File: src/rtl/hs_pacer_pkg.sv
package hs_pacer_pkg;

    typedef enum logic [2:0] {
        ST_IDLE  = 3'd0,
        ST_FREE  = 3'd1,
        ST_WAIT  = 3'd2,
        ST_BURST = 3'd3,
        ST_DONE  = 3'd4
    } pacer_state_e;

endpackage

File: src/rtl/hs_req_sync.sv
module hs_req_sync #(
    parameter int STAGES = 2
) (
    input  logic clk,
    input  logic rst_n,
    input  logic req_async,
    output logic req_rise
);

    logic [STAGES-1:0] sync_q;
    logic              last_q;

    always_ff @(posedge clk) begin
        if (!rst_n) begin
            sync_q <= '0;
            last_q <= 1'b0;
        end else begin
            sync_q <= {sync_q[STAGES-2:0], req_async};
            last_q <= sync_q[STAGES-1];
        end
    end

    assign req_rise = sync_q[STAGES-1] & ~last_q;

endmodule

File: src/rtl/hs_prefetch_buf.sv
module hs_prefetch_buf #(
    parameter int DW    = 16,
    parameter int AW    = 16,
    parameter int CW    = 16,
    parameter int DEPTH = 8,
    localparam int PTRW = $clog2(DEPTH),
    localparam int LW   = $clog2(DEPTH + 1)
) (
    input  logic          clk,
    input  logic          rst_n,
    input  logic          start,
    input  logic [AW-1:0] src_base,
    input  logic [CW-1:0] total,
    input  logic          src_rvalid,
    input  logic [DW-1:0] src_rdata,
    input  logic          pop,
    output logic          src_cmd,
    output logic [AW-1:0] src_addr,
    output logic          head_valid,
    output logic [DW-1:0] head_data,
    output logic [LW-1:0] fill_level,
    output logic [LW-1:0] in_flight
);

    logic [DW-1:0]   mem [DEPTH];
    logic [PTRW-1:0] wr_ptr, rd_ptr;
    logic [CW-1:0]   rd_left;
    logic [LW:0]     slots_used;

    assign slots_used = {1'b0, fill_level} + {1'b0, in_flight};
    assign src_cmd    = !start && (rd_left != '0) && (slots_used < (LW+1)'(DEPTH));
    assign head_valid = (fill_level != '0);
    assign head_data  = mem[rd_ptr];

    always_ff @(posedge clk) begin
        if (src_rvalid) mem[wr_ptr] <= src_rdata;
    end

    always_ff @(posedge clk) begin
        if (!rst_n) begin
            wr_ptr     <= '0;
            rd_ptr     <= '0;
            fill_level <= '0;
            in_flight  <= '0;
            rd_left    <= '0;
            src_addr   <= '0;
        end else if (start) begin
            wr_ptr     <= '0;
            rd_ptr     <= '0;
            fill_level <= '0;
            in_flight  <= '0;
            rd_left    <= total;
            src_addr   <= src_base;
        end else begin
            if (src_rvalid) wr_ptr <= wr_ptr + 1'b1;
            if (pop)        rd_ptr <= rd_ptr + 1'b1;
            fill_level <= fill_level + LW'(src_rvalid) - LW'(pop);
            in_flight  <= in_flight + LW'(src_cmd) - LW'(src_rvalid);
            if (src_cmd) begin
                rd_left  <= rd_left - 1'b1;
                src_addr <= src_addr + 1'b1;
            end
        end
    end

endmodule

File: src/rtl/hs_pacer_fsm.sv
module hs_pacer_fsm
    import hs_pacer_pkg::*;
#(
    parameter int CW = 16,
    parameter int BW = 16,
    parameter int PW = 4
) (
    input  logic          clk,
    input  logic          rst_n,
    input  logic          start,
    input  logic          en,
    input  logic [CW-1:0] total,
    input  logic [BW-1:0] blk_init,
    input  logic          req_rise,
    input  logic          head_valid,
    input  logic          dst_ready,
    output pacer_state_e  state_q,
    output logic          dst_we,
    output logic          fire,
    output logic          busy,
    output logic          done,
    output logic [PW-1:0] pend_cnt
);

    localparam logic [PW-1:0] PEND_MAX = '1;

    pacer_state_e  nxt;
    logic [BW-1:0] blk_left;
    logic [CW-1:0] words_left;
    logic          accept, counting, inc, last_word, last_blk;

    assign last_word = (words_left == CW'(1));
    assign last_blk  = (blk_left == BW'(1));

    always_ff @(posedge clk) begin
        if (!rst_n) state_q <= ST_IDLE;
        else        state_q <= nxt;
    end

    always_comb begin
        nxt = state_q;
        if (start) begin
            if (total == '0) nxt = ST_DONE;
            else if (en)     nxt = ST_WAIT;
            else             nxt = ST_FREE;
        end else begin
            unique case (state_q)
                ST_IDLE:  nxt = ST_IDLE;
                ST_FREE: begin
                    if (fire && last_word) nxt = ST_DONE;
                    else if (en)           nxt = ST_WAIT;
                end
                ST_WAIT: begin
                    if (!en)                 nxt = ST_FREE;
                    else if (pend_cnt != '0) nxt = ST_BURST;
                end
                ST_BURST: begin
                    if (fire && last_word)     nxt = ST_DONE;
                    else if (fire && last_blk) nxt = ST_WAIT;
                end
                ST_DONE:  nxt = ST_DONE;
                default:  nxt = ST_IDLE;
            endcase
        end
    end

    always_comb begin
        busy     = (state_q == ST_BURST) || (state_q == ST_FREE);
        done     = (state_q == ST_DONE);
        dst_we   = busy && head_valid;
        fire     = dst_we && dst_ready;
        accept   = (state_q == ST_WAIT) && en && (pend_cnt != '0) && !start;
        counting = (state_q == ST_FREE) || (state_q == ST_WAIT) || (state_q == ST_BURST);
        inc      = req_rise && counting && ((pend_cnt != PEND_MAX) || accept);
    end

    always_ff @(posedge clk) begin
        if (!rst_n) begin
            blk_left   <= '0;
            words_left <= '0;
            pend_cnt   <= '0;
        end else begin
            if (start)       words_left <= total;
            else if (fire)   words_left <= words_left - 1'b1;

            if (accept)      blk_left <= (blk_init == '0) ? BW'(1) : blk_init;
            else if (fire && state_q == ST_BURST) blk_left <= blk_left - 1'b1;

            if (start || nxt == ST_DONE) pend_cnt <= '0;
            else pend_cnt <= pend_cnt + PW'(inc) - PW'(accept);
        end
    end

endmodule

File: src/rtl/hs_wr_pacer.sv
module hs_wr_pacer
    import hs_pacer_pkg::*;
#(
    parameter int AW          = 16,
    parameter int DW          = 16,
    parameter int CW          = 16,
    parameter int BW          = 16,
    parameter int PW          = 4,
    parameter int DEPTH       = 8,
    parameter int SYNC_STAGES = 2
) (
    input  logic          clk,
    input  logic          rst_n,
    input  logic          cfg_en,
    input  logic [BW-1:0] cfg_blk_init,
    input  logic [CW-1:0] cfg_total,
    input  logic [AW-1:0] cfg_src_base,
    input  logic [AW-1:0] cfg_dst_base,
    input  logic          cfg_start,
    output logic          stat_busy,
    output logic          stat_done,
    output logic [PW-1:0] stat_pend,
    input  logic          req_in,
    output logic          src_cmd,
    output logic [AW-1:0] src_addr,
    input  logic          src_rvalid,
    input  logic [DW-1:0] src_rdata,
    output logic          dst_we,
    output logic [AW-1:0] dst_addr,
    output logic [DW-1:0] dst_data,
    input  logic          dst_ready
);

    localparam int LW = $clog2(DEPTH + 1);

    pacer_state_e  fsm_state;
    logic          req_rise, fire, head_valid;
    logic [DW-1:0] head_data;
    logic [LW-1:0] fill_level, in_flight;

    hs_req_sync #(.STAGES(SYNC_STAGES)) u_sync (
        .clk       (clk),
        .rst_n     (rst_n),
        .req_async (req_in),
        .req_rise  (req_rise)
    );

    hs_prefetch_buf #(.DW(DW), .AW(AW), .CW(CW), .DEPTH(DEPTH)) u_buf (
        .clk        (clk),
        .rst_n      (rst_n),
        .start      (cfg_start),
        .src_base   (cfg_src_base),
        .total      (cfg_total),
        .src_rvalid (src_rvalid),
        .src_rdata  (src_rdata),
        .pop        (fire),
        .src_cmd    (src_cmd),
        .src_addr   (src_addr),
        .head_valid (head_valid),
        .head_data  (head_data),
        .fill_level (fill_level),
        .in_flight  (in_flight)
    );

    hs_pacer_fsm #(.CW(CW), .BW(BW), .PW(PW)) u_fsm (
        .clk        (clk),
        .rst_n      (rst_n),
        .start      (cfg_start),
        .en         (cfg_en),
        .total      (cfg_total),
        .blk_init   (cfg_blk_init),
        .req_rise   (req_rise),
        .head_valid (head_valid),
        .dst_ready  (dst_ready),
        .state_q    (fsm_state),
        .dst_we     (dst_we),
        .fire       (fire),
        .busy       (stat_busy),
        .done       (stat_done),
        .pend_cnt   (stat_pend)
    );

    always_ff @(posedge clk) begin
        if (!rst_n)         dst_addr <= '0;
        else if (cfg_start) dst_addr <= cfg_dst_base;
        else if (fire)      dst_addr <= dst_addr + 1'b1;
    end

    assign dst_data = head_data;

endmodule

File: config.mk
export PLATFORM = sky130hd
export DESIGN_NAME = hs_wr_pacer
export DESIGN_NICKNAME = d
export VERILOG_FILES = /design/src/rtl/hs_pacer_pkg.sv /design/src/rtl/hs_req_sync.sv /design/src/rtl/hs_prefetch_buf.sv /design/src/rtl/hs_pacer_fsm.sv /design/src/rtl/hs_wr_pacer.sv
export SDC_FILE = /design/constraint.sdc
export NUM_CORES = 1
export LEC_CHECK = 0
export BUFFER_PORTS_ARGS = -buffer_cell sky130_fd_sc_hd__buf_2
export CORE_ASPECT_RATIO = 0.8
export CORE_UTILIZATION = 59
export DETAILED_ROUTE_END_ITERATION = 7
export PLACE_DENSITY = 0.85
export SKIP_LAST_GASP = 1
export SYNTH_ARGS = -nofsm -noshare
export SYNTH_HDL_FRONTEND = slang
export SYNTH_HIERARCHICAL = 1
export SYNTH_SLANG_ARGS = --single-unit
File: constraint.sdc
create_clock -name clk -period 4.25 [get_ports clk]
set_input_delay 1.275 -clock clk [delete_from_list [all_inputs] [get_ports clk]]
set_output_delay 1.275 -clock clk [all_outputs]
set_load 0.01 [all_outputs]
== Word level (Yosys, flattened, before mapping) ==
Memory sizes are Yosys's and may differ from the RTL's. A register that Yosys moved wholly into a read port is not among the register bits.
Index checks and enable logic that the tools add are counted.
Word-level totals
  register bits after elaboration: 104
  bits in writable memories: 128
  input port bits: 87
  output and inout bits: 56
  word-level logic and storage cells: 93
  memories: 1
Memories
  u_buf.mem: words 8, bits a word 16, rd ports 1, clocked after memory_dff 1, wr ports 1, line hs_prefetch_buf.sv:25  | logic [DW-1:0] mem [DEPTH];
Cells by class
  add/sub/neg operators: 14
  magnitude comparators: 1
  equal/unequal tests: 8
  multiplexer cells: 25
  bitwise logic cells: 3
  reductions and logical operators: 28
Operator list (count)
  $mux 16: 11
  $sub 16x1->16 const B: 3
  $add 16x1->16 const B: 2
  $eq 16x1->1 const B: 2
  $logic_not 16->1: 2
  $mux 3: 10
  $reduce_bool 16->1: 1
  $add 4x1->4: 3
  $logic_and 1x1->1: 12
  $pmux 3 s4: 1
  $sub 4x1->4: 3
  $reduce_bool 4->1: 2
  $add 3x1->3 const B: 2
  $eq 3x2->1 const B: 2
  $eq 3x3->1 const B: 2
  $reduce_bool 2->1: 3
  $add 4x4->5: 1
  $logic_or 1x1->1: 5
  $lt 5x4->1 const B: 1
  $ne 4x4->1 const B: 1
  $reduce_or 2->1: 2
  $eq 3x1->1 const B: 1
  $mux 1: 2
  $mux 2: 1
  3 further kinds: 4

== Depth between registers and ports, before layout ==
Gate-level depths: netlist of run 1.
  depth after elaboration: 12
  mapped depth: 13
  mapped depth without buffers: 12

== Hierarchy ==
Netlist of run 1, hierarchy kept.
By module, submodules not included
  hs_prefetch_buf: times used 1, cells an instance 539, area an instance 7663.6 µm², sequential area each 4824.6 µm²
  hs_pacer_fsm: times used 1, cells an instance 295, area an instance 2369.8 µm², sequential area each 780.7 µm²
  hs_wr_pacer: times used 1, cells an instance 99, area an instance 919.6 µm², sequential area each 320.3 µm²
  hs_req_sync: times used 1, cells an instance 7, area an instance 92.6 µm², sequential area each 60.1 µm²

== Worst setup path after synthesis of run 1 ==
Ideal clock, no wire load.
  kind: input -> output
  from: in cfg_start
  to: out src_cmd
  arrival time: 2249 ps
  required time: 2975 ps
  path slack: 726 ps
  cell stages on the path: 7
  path buffers: 3
  cell sequence: nor4_2 -> and3_1 -> buf_4 -> nand2_4 -> inv_2 -> buf_6 -> buf_2
Between the ends
  cells in the longest elaborated chain, start to end: 3
Ends and longest elaborated chain
  from (decl): line hs_wr_pacer.sv:19  | input logic cfg_start,
  $logic_not 1->1: line hs_prefetch_buf.sv:31  | assign src_cmd = !start && (rd_left != '0) && (slots_used < (LW+1)'(DEPTH));
  $logic_and 1x1->1 (2 in series): line hs_prefetch_buf.sv:31
  to (decl): line hs_wr_pacer.sv:24  | output logic src_cmd,
Every way passes these cells.

==> impl_results.md, run 1 <==
- DR vias/cell: 6.05
- Syn Nets: 1057
- CTS Hold Buffers Added: 0
- Post-synth design cell area: 11000 um^2
- Leading cell type by number of instances after synthesis: edfxtp_1
- Mapped Cells: 940
- Area growth, synth to finish: 15.5%
- Clock Latency Late Sink: 0.52 ns
- Yosys warns: 6
- Worst IR Drop VDD: 0.000270 V
- Required time worst endpoint: 2.97 ns
- Number of synthesized flops with an enable pin: 128
- Area inside the core boundary: 18200 um^2
- Top_reg_cell synth: edfxtp_1
- Setup slack of the most critical reg-to-reg path: 1.30 ns
- Clock Path Buffers: 3
- Vias in the first global route: 7775
- Setup clock skew after layout: 0.0173 ns
- Distinct cells, synth: 76
- Die outline width: 155 um
- Setup tns final: 0 ns
- R2r worst-path depth: 11
- Max H-tree Level: 1
- Share of flip-flops with an asynchronous set or reset after synthesis: 0
- Maximum net fanout on the critical path: 13
- Met2 wirelength from detailed routing: 11700 um
- Kind of end point of the critical path: output port
- Area leader, netlist: edfxtp_1
- Antenna diodes: 0
- Number of cells upsized or downsized after cts: 0
- Overall via count from detail_route: 8153
- Share of post-route cells with drive strength above 1: 0.258
- Worst r2r src: u_buf/rd_left[0]
- Area contributors post-synth: edfxtp_1, dfxtp_1, mux4_2, ha_1, a21oi_1
- Total count of hold-check failures in the final report: 0
- Wirelength per Cell: 18.2 um
- Unrepaired setup endpoints after global routing: false
- Met1 layer wirelength in the final routing: 10600 um
- Worst path arrival time: 2.46 ns
- Largest net degree at the start of global routing: 45
- Final setup violation count: 0
- Share of the clock period used by the worst path after layout: 0.879
- Clock buffer count from CTS: 23
- # IOs: 143
- Worst reg2reg endpoint: u_buf/in_flight[2]
- Row cnt: 44
- Top post-synthesis cells by count: edfxtp_1, dfxtp_1, nand2_1, nor2_1, a21oi_1
- Top layer in use: met4
- Clock Pin Slew Worst Setup and Hold Paths: 0.06 ns
- Cell count after placement: 1305
- GPL Wtd Cong: 0.904
- Total Die Area: 19300 um^2
- CTS tree: built
- Final cell count without fillers: 1347
- Global-route wire length before repair: 39700 um
- Hold Path Depth: 1
- Path class of the lowest-slack min-delay path: reg2reg
- Antenna Nets Post-Route: 0
- Sum of met3 wire segment lengths after detailed routing: 1820 um
- Critical path class: reg2out
- Standard cell area after detailed placement: 12000 um^2
- Number of buffers inserted by port buffering: 142
- Transition time of the tightest slew-check pin: 0.906 ns
- Top achievable clock speed: 268 MHz
- Min Clock Period, post-route: 3.74 ns
- Final critical-path setup slack: 0.512 ns
- Yosys reg bits: 235
- Run status: finished, final reports clean
- Number of antenna violations at the first check in global routing: 0
- Mean area per synthesized cell: 11.8 um^2
- Startpoint kind of the worst setup timing path: register
- Number of setup buffers added after CTS: 0
- Post-DP HPWL: 15900 um
- Leakage: 4.68 nW
- Chip height: 124 um
- CTS Root Cell: clkbuf_16
- Non-Filler Cell Area, Final: 12800 um^2
- Headroom to the max-slew limit: 0.395
- Pwr Density: 404 nW/um^2
- Final count of pins violating max slew: 0
- Placement-stage worst setup slack: 0.553 ns
- Number of detailed-routing iterations run before antenna repair: 5
- Endpoint, Worst Hold: u_sync/sync_q[1]
- Count of routing violations after the opening detailed-route iteration: 580
- Post-route DRC: 0
- Final design utilization: 0.700
- Net count reported at finish: 1194
- CTS sink cnt: 235
- Max Cap Viol: 0
- Seq/Total Area, Yosys: 0.542
- Congestion Overflow GR: 0
- Initial cell density of the core: 0.606
- Area share of the largest cell type after synthesis: 0.348
- Overall track demand over capacity in global routing: 0.258
- Hold path start: u_sync/sync_q[0]
- Final WL: 24500 um
[cell type report]
type                    count  area, um^2
well taps                 253         317
flip-flops and latches    235        5990
clock inverters            16         176
multi-input cells         615        4680
clock buffers              26         587
repair buffers            161         853
fillers                  1296        5470
inverters                  41         155
[layer usage]
| layer | global-route usage | up-vias |
|---|---|---|
| li1 | - | 3822 |
| met1 | 0.364 | 3958 |
| met2 | 0.418 | 337 |
| met3 | 0.0428 | 36 |
| met4 | 0.0612 | 0 |
| met5 | 0 | - |
[worst max path at each step]
stage / end / slack (ns) / cells after the start
finish: dst_data[5] / 0.51 / 4
CTS: dst_data[5] / 0.46 / 4
global placement: src_cmd / 0.59 / 6
global route: dst_data[10] / 0.37 / 4
floorplan: src_cmd / 0.73 / 7
detailed placement: src_cmd / 0.55 / 6
[cell families after synthesis]
group,Yosys count,synth area share
flip-flops,235,0.542
buffers and inverters,90,0.0356
adder cells (fa/ha/maj),30,0.0360
AO/OA/AOI/OAI,181,0.108
XOR/XNOR,47,0.0373
multiplexers,52,0.0852
AND/OR/NAND/NOR,305,0.156
[critical path: stages, from the launching register on]
cell and delay (ns):
dfxtp_2 0.61, buf_4 0.37, mux4_2 0.57, mux2_2 0.28
buf_2 0.14
[stage by stage]
stage / hold slack (ns) / total power [mW]
after floorplan: 0.406 / 2.95
after global placement: 0.410 / 3.11
after detailed placement: 0.419 / 3.13
after CTS: 0.434 / 5.17
after global routing: 0.445 / 5.33
final: 0.429 / 5.15
[cells in the final DEF, fill, tap and decap left out, types with 27 or more instances in the layout]
| master | netlist | final |
|---|---|---|
| buf_2 | 10 | 142 |
| edfxtp_1 | 128 | 128 |
| dfxtp_1 | 107 | 106 |
| nand2_1 | 73 | 73 |
| nor2_1 | 62 | 62 |
| a21oi_1 | 55 | 55 |
| inv_1 | 39 | 39 |
| o21ai_0 | 36 | 36 |
| nand3_1 | 32 | 32 |
| mux4_2 | 32 | 32 |
| xnor2_1 | 31 | 31 |
| ha_1 | 27 | 27 |
[sequential cells by signal (all words and copies together), names as in the netlist, named ones only]
| register | count |
|---|---|
| u_fsm/state_q | 3 |
| u_buf/rd_ptr | 3 |
| u_fsm/blk_left | 16 |
| u_buf/rd_left | 16 |
| u_fsm/words_left | 16 |
| u_buf/in_flight | 4 |
| u_sync/last_q | 1 |
| u_fsm/pend_cnt | 4 |
| u_sync/sync_q | 2 |
| dst_addr | 16 |
| u_buf/fill_level | 4 |
| u_buf/wr_ptr | 3 |
| u_buf/mem | 128 |
| u_buf/src_addr | 16 |
[power breakdown]
| part | switching [mW] | leakage (nW) | total (mW) | internal [mW] |
|---|---|---|---|---|
| clock network | 0.869 | 0.362 | 2.06 | 1.19 |
| registers | 0.0837 | 2.04 | 2.55 | 2.47 |
| logic | 0.316 | 2.28 | 0.539 | 0.223 |
Power figures use the tool's default switching activity.
==> run 2: changes to the inputs <==
- MAX_ROUTING_LAYER: unset -> met4
==> impl_results.md, run 2 (same netlist as run 1, synthesis figures left out) <==
- Run status: finished, final reports clean
- Clock Latency Late Sink: 0.51 ns
- Startpoint kind of the worst setup timing path: register
- Setup clock skew after layout: 0.00902 ns
- Most used cells in the layout excluding fill and tap cells: buf_2, edfxtp_1, dfxtp_1
- Max H-tree Level: 1
- Kind of end point of the critical path: output port
- Transition time of the tightest slew-check pin: 0.896 ns
- Clock Path Buffers: 3
- Antenna Nets Post-Route: 0
- Wirelength per Cell: 18.3 um
- Area inside the core boundary: 18200 um^2
- Multi-input gate area: 4680 um^2
- Final critical-path setup slack: 0.513 ns
- Vias in the first global route: 7773
- Total Die Area: 19300 um^2
- Worst-path cell chain: buf_4 > mux4_2 > mux2_2 > buf_2
- Overall via count from detail_route: 8209
- DR vias/cell: 6.09
- Chip height: 124 um
- Unrepaired setup endpoints after global routing: false
- Post-route DRC: 0
- Power, Total: 5.15 mW
- Die outline width: 155 um
- Min Clock Period, post-route: 3.74 ns
- Final setup violation count: 0
- Number of setup buffers added after CTS: 0
- Hold path start: u_sync/sync_q[0]
- Final WL: 24600 um
- R2r worst-path depth: 11
- Final design utilization: 0.700
- Clock Pin Slew Worst Setup and Hold Paths: 0.06 ns
- Final count of pins violating max slew: 0
- Total count of hold-check failures in the final report: 0
- CTS tree: built
- Max FFs per register: 128
- Share of the clock period used by the worst path after layout: 0.879
- Largest net degree at the start of global routing: 45
- Row cnt: 44
- Number of cells upsized or downsized after cts: 0
- Area growth, synth to finish: 15.5%
- Number of detailed-routing iterations run before antenna repair: 5
- Number of buffers inserted by port buffering: 142
- Net count reported at finish: 1194
- Setup slack of the most critical reg-to-reg path: 1.29 ns
- Worst hold margin: 0.432 ns
- Global-route wire length before repair: 39700 um
- Switching pwr: 1.27 mW
- # IOs: 143
- Leakage: 4.68 nW
- Placement-stage worst setup slack: 0.553 ns
- Hold Path Depth: 1
- Count of routing violations after the opening detailed-route iteration: 607
- Master of the slowest instance on the critical path: dfxtp_2
- Clock buffer count from CTS: 23
- CTS sink cnt: 235
- Number of antenna violations at the first check in global routing: 0
- Most common cell after layout, fill and taps aside: buf_2
- Overall track demand over capacity in global routing: 0.265
- Fraction of power consumed by sequential logic: 0.496
- Area taken by flip-flops and latches: 5990 um^2
- Required time worst endpoint: 2.97 ns
- Setup tns final: 0 ns
- CTS Hold Buffers Added: 0
- GPL Wtd Cong: 0.919
- Delay of the slowest critical-path stage: 0.61 ns
- Post-DP HPWL: 15900 um
- Maximum net fanout on the critical path: 13
- Max Cap Viol: 0
- Power share of the combinational group: 0.105
- Congestion Overflow GR: 0
- Worst IR Drop VDD: 0.000269 V
- Sw Share: 0.247
- Headroom to the max-slew limit: 0.402
- Worst path arrival time: 2.46 ns
- Clock power share: 0.399
- Share of post-route cells with drive strength above 1: 0.258
- Endpoint, Worst Hold: u_sync/sync_q[1]
- Filler Cells Inserted: 1296
- Worst r2r src: u_buf/rd_left[0]
- CTS Root Cell: clkbuf_16
- Path class of the lowest-slack min-delay path: reg2reg
- Pwr Density: 404 nW/um^2
- Initial cell density of the core: 0.606
- Worst reg2reg endpoint: u_buf/in_flight[2]
- P_int: 3.88 mW
- Top register by number of flip-flops: u_buf/mem
- Top achievable clock speed: 268 MHz
- Antenna diodes: 0
- Critical path class: reg2out
==> run 2: layout make-up <==
cell class / count / share of cell area
repair buffers: 161 / 0.0669
flip-flops and latches: 235 / 0.469
clock buffers: 26 / 0.0460
clock inverters: 16 / 0.0138
inverters: 41 / 0.0122
well taps: 253 / 0.0248
multi-input cells: 615 / 0.367
==> run 2: critical path: cells and delay by family (launching register included) <==
family / cells / cell delay (ns)
mux: 2 / 0.85
buf+inv: 2 / 0.50
flops: 1 / 0.61
==> run 2: metal layers <==
| metal | vias up | part of all wire | global-route usage |
|---|---|---|---|
| met5 | - | 0 | - |
| met4 | 0 | 0.015 | 0.0612 |
| met2 | 341 | 0.48 | 0.420 |
| met1 | 4009 | 0.44 | 0.365 |
| met3 | 34 | 0.065 | 0.0376 |
| li1 | 3825 | - | - |
==> run 2: power by group through the flow <==
stage / Clock (mW) / Combinational (mW) / Sequential [mW]
2_1_floorplan: 0 / 0.357 / 2.59
3_3_place_gp: 0 / 0.515 / 2.60
6_report: 2.06 / 0.539 / 2.56
4_1_cts: 2.08 / 0.535 / 2.55
3_5_place_dp: 0 / 0.530 / 2.60
5_1_grt: 2.17 / 0.596 / 2.56
==> run 2: metrics by stage <==
stage               area [um^2]  std cells
global placement          12000       1305
global route              12800       1347
finish                    12800       1347
detailed placement        12000       1305
CTS                       12800       1347
floorplan                 11000        940
==> run 2: how the worst max path moves through the flow <==
stage	start	endpoint	slack [ns]
after detailed placement	cfg_start	src_cmd	0.55
final	register	dst_data[5]	0.51
after floorplan	cfg_start	src_cmd	0.73
after CTS	register	dst_data[5]	0.46
after global placement	cfg_start	src_cmd	0.59
after global routing	register	dst_data[10]	0.37
==> run 3: changes to the inputs <==
==> constraint.sdc (replaced) <==
create_clock -name clk -period 4.25 [get_ports clk]
set_input_delay 0.2125 -clock clk [delete_from_list [all_inputs] [get_ports clk]]
set_output_delay 0.2125 -clock clk [all_outputs]
set_load 0.01 [all_outputs]
==> impl_results.md, run 3 (same netlist as run 1, synthesis figures left out) <==
- Worst IR Drop VDD: 0.000320 V
- Area inside the core boundary: 18200 um^2
- Area growth, synth to finish: 19.4%
- Master of the slowest instance on the critical path: or4b_1
- Maximum net fanout on the critical path: 20
- Total count of hold-check failures in the final report: 0
- Share of the clock period used by the worst path after layout: 0.706
- Setup clock skew after layout: 0.0113 ns
- Overall via count from detail_route: 8401
- Leakage: 4.85 nW
- Delay of the slowest critical-path stage: 0.59 ns
- Sum of met3 wire segment lengths after detailed routing: 2180 um
- Largest net degree at the start of global routing: 42
- Post-route DRC: 0
- Top achievable clock speed: 333 MHz
- Vias in the first global route: 8142
- Max H-tree Level: 1
- Wirelength per Cell: 18.9 um
- # IOs: 143
- Number of cells upsized or downsized after cts: 0
- Run status: finished, final reports clean
- Met2 wirelength from detailed routing: 12300 um
- Required time worst endpoint: 4.65 ns
- Transition time of the tightest slew-check pin: 0.942 ns
- P_int: 3.91 mW
- Fraction of power consumed by sequential logic: 0.492
- Final count of pins violating max slew: 0
- Most prevalent standard cell on the critical path: ha_1
- Startpoint kind of the worst setup timing path: register
- CP startpoint: u_fsm/pend_cnt[2]
- CTS tree: built
- Number of antenna violations at the first check in global routing: 0
- Share of post-route cells with drive strength above 1: 0.240
- Pwr Density: 394 nW/um^2
- Global-route wire length before repair: 42000 um
- Clock Path Buffers: 3
- Worst path arrival time: 3.40 ns
- CTS Root Cell: clkbuf_16
- Setup tns final: 0 ns
- Post-DP HPWL: 16000 um
- Kind of end point of the critical path: register
- Headroom to the max-slew limit: 0.371
- Clock Pin Slew Worst Setup and Hold Paths: 0.06 ns
- Net count reported at finish: 1237
- Top layer in use: met4
- Congestion Overflow GR: 0
- Chip height: 124 um
- Hold path start: cfg_blk_init[6]
- Antenna diodes: 0
- Top register by number of flip-flops: u_buf/mem
- Initial cell density of the core: 0.606
- Critical path class: reg2reg
- Unrepaired setup endpoints after global routing: false
- Antenna Nets Post-Route: 0
- Sw Share: 0.246
- Total Die Area: 19300 um^2
- Final WL: 26300 um
- DR vias/cell: 6.04
- Final setup violation count: 0
- Min Clock Period, post-route: 3.00 ns
- Most common cell after layout, fill and taps aside: buf_2
- Met1 layer wirelength in the final routing: 11100 um
- Number of detailed-routing iterations run before antenna repair: 5
- CTS sink cnt: 235
- Worst-path cell chain: inv_1 > ha_1 > nor3b_1 > or4b_1 > clkinv_2 > ha_1 > inv_1 > ha_1 > fa_1 > xnor2_1 > nor2_1
- Most used cells in the layout excluding fill and tap cells: buf_2, edfxtp_1, dfxtp_1
- Clock Latency Late Sink: 0.51 ns
- Max FFs per register: 128
- Row cnt: 44
- Worst r2r src: u_fsm/pend_cnt[2]
- Path class of the lowest-slack min-delay path: in2reg
- Overall track demand over capacity in global routing: 0.284
- Die outline width: 155 um
- Max Cap Viol: 0
- Power share of the combinational group: 0.112
- Switching pwr: 1.28 mW
- Power, Total: 5.19 mW
- Number of buffers inserted by port buffering: 142
- GPL Wtd Cong: 0.916
- Count of routing violations after the opening detailed-route iteration: 678
- Clock buffer count from CTS: 24
- Clock power share: 0.396
[run 3: cell count changes in the layout (fill, tap and decap cells not counted), moves of 2 or more]
cell	change
clkinvlp_2	+2
clkbuf_1	+2
clkbuf_16	+2
buf_4	-5
clkinv_1	+3
clkinv_2	-3
clkinv_4	-2
dlygate4sd3_1	+47
[run 3: worst max-delay path, delay by kind of cell, from the launching register on]
family,cells,cell delay (ns)
AND/OR/NAND/NOR,3,0.90
flip-flops,1,0.32
XOR/XNOR,1,0.16
buffers and inverters,3,0.43
adder cells (fa/ha/maj),4,1.08
[run 3: path summary, 6_finish.rpt]
kind | slack [ns] | to | cells after the start
max reg2reg | 1.25 | u_fsm/pend_cnt[2] | 11
min reg2reg | 0.43 | u_sync/sync_q[1] | 1
max | 1.25 | u_fsm/pend_cnt[2] | 11
min | 0.02 | u_fsm/blk_left[6] | 3
[run 3: final cells by class]
type,instances,area [um^2]
clock buffers,30,644
clock inverters,13,119
fillers,1206,5040
inverters,41,155
multi-input cells,615,4680
flip-flops and latches,235,5990
well taps,253,317
repair buffers,203,1290
[run 3: timing repair]
| action | in CTS | in global routing |
|---|---|---|
| hold buffers | 47 | 0 |
| setup endpoints to repair | 0 | 0 |
| setup buffers | 0 | 0 |
| endpoints found under the hold margin | 153 | 0 |
[run 3: routing by layer]
metal	vias up	global-route usage
li1	3904	-
met1	3984	0.382
met2	446	0.440
met3	67	0.0480
met4	0	0.0944
met5	-	-
[run 3: power by group through the flow]
stage	logic, mW	registers [mW]	clock network, mW
after floorplan	0.357	2.59	0
after global placement	0.514	2.60	0
after detailed placement	0.527	2.60	0
after CTS	0.564	2.55	2.08
after global routing	0.631	2.56	2.18
final	0.580	2.55	2.06
[run 3: per-stage QoR]
stage	cells	utilization	hold slack [ns]	instance area, um^2	setup slack (ns)
finish	1390	0.724	0.0214	13200	1.25
global route	1390	0.724	0.00292	13200	1.01
CTS	1390	0.724	0.000102	13200	1.23
detailed placement	1300	0.656	0.415	12000	1.30
global placement	1300	0.656	0.409	12000	1.35
floorplan	940	-	0.311	11000	1.71
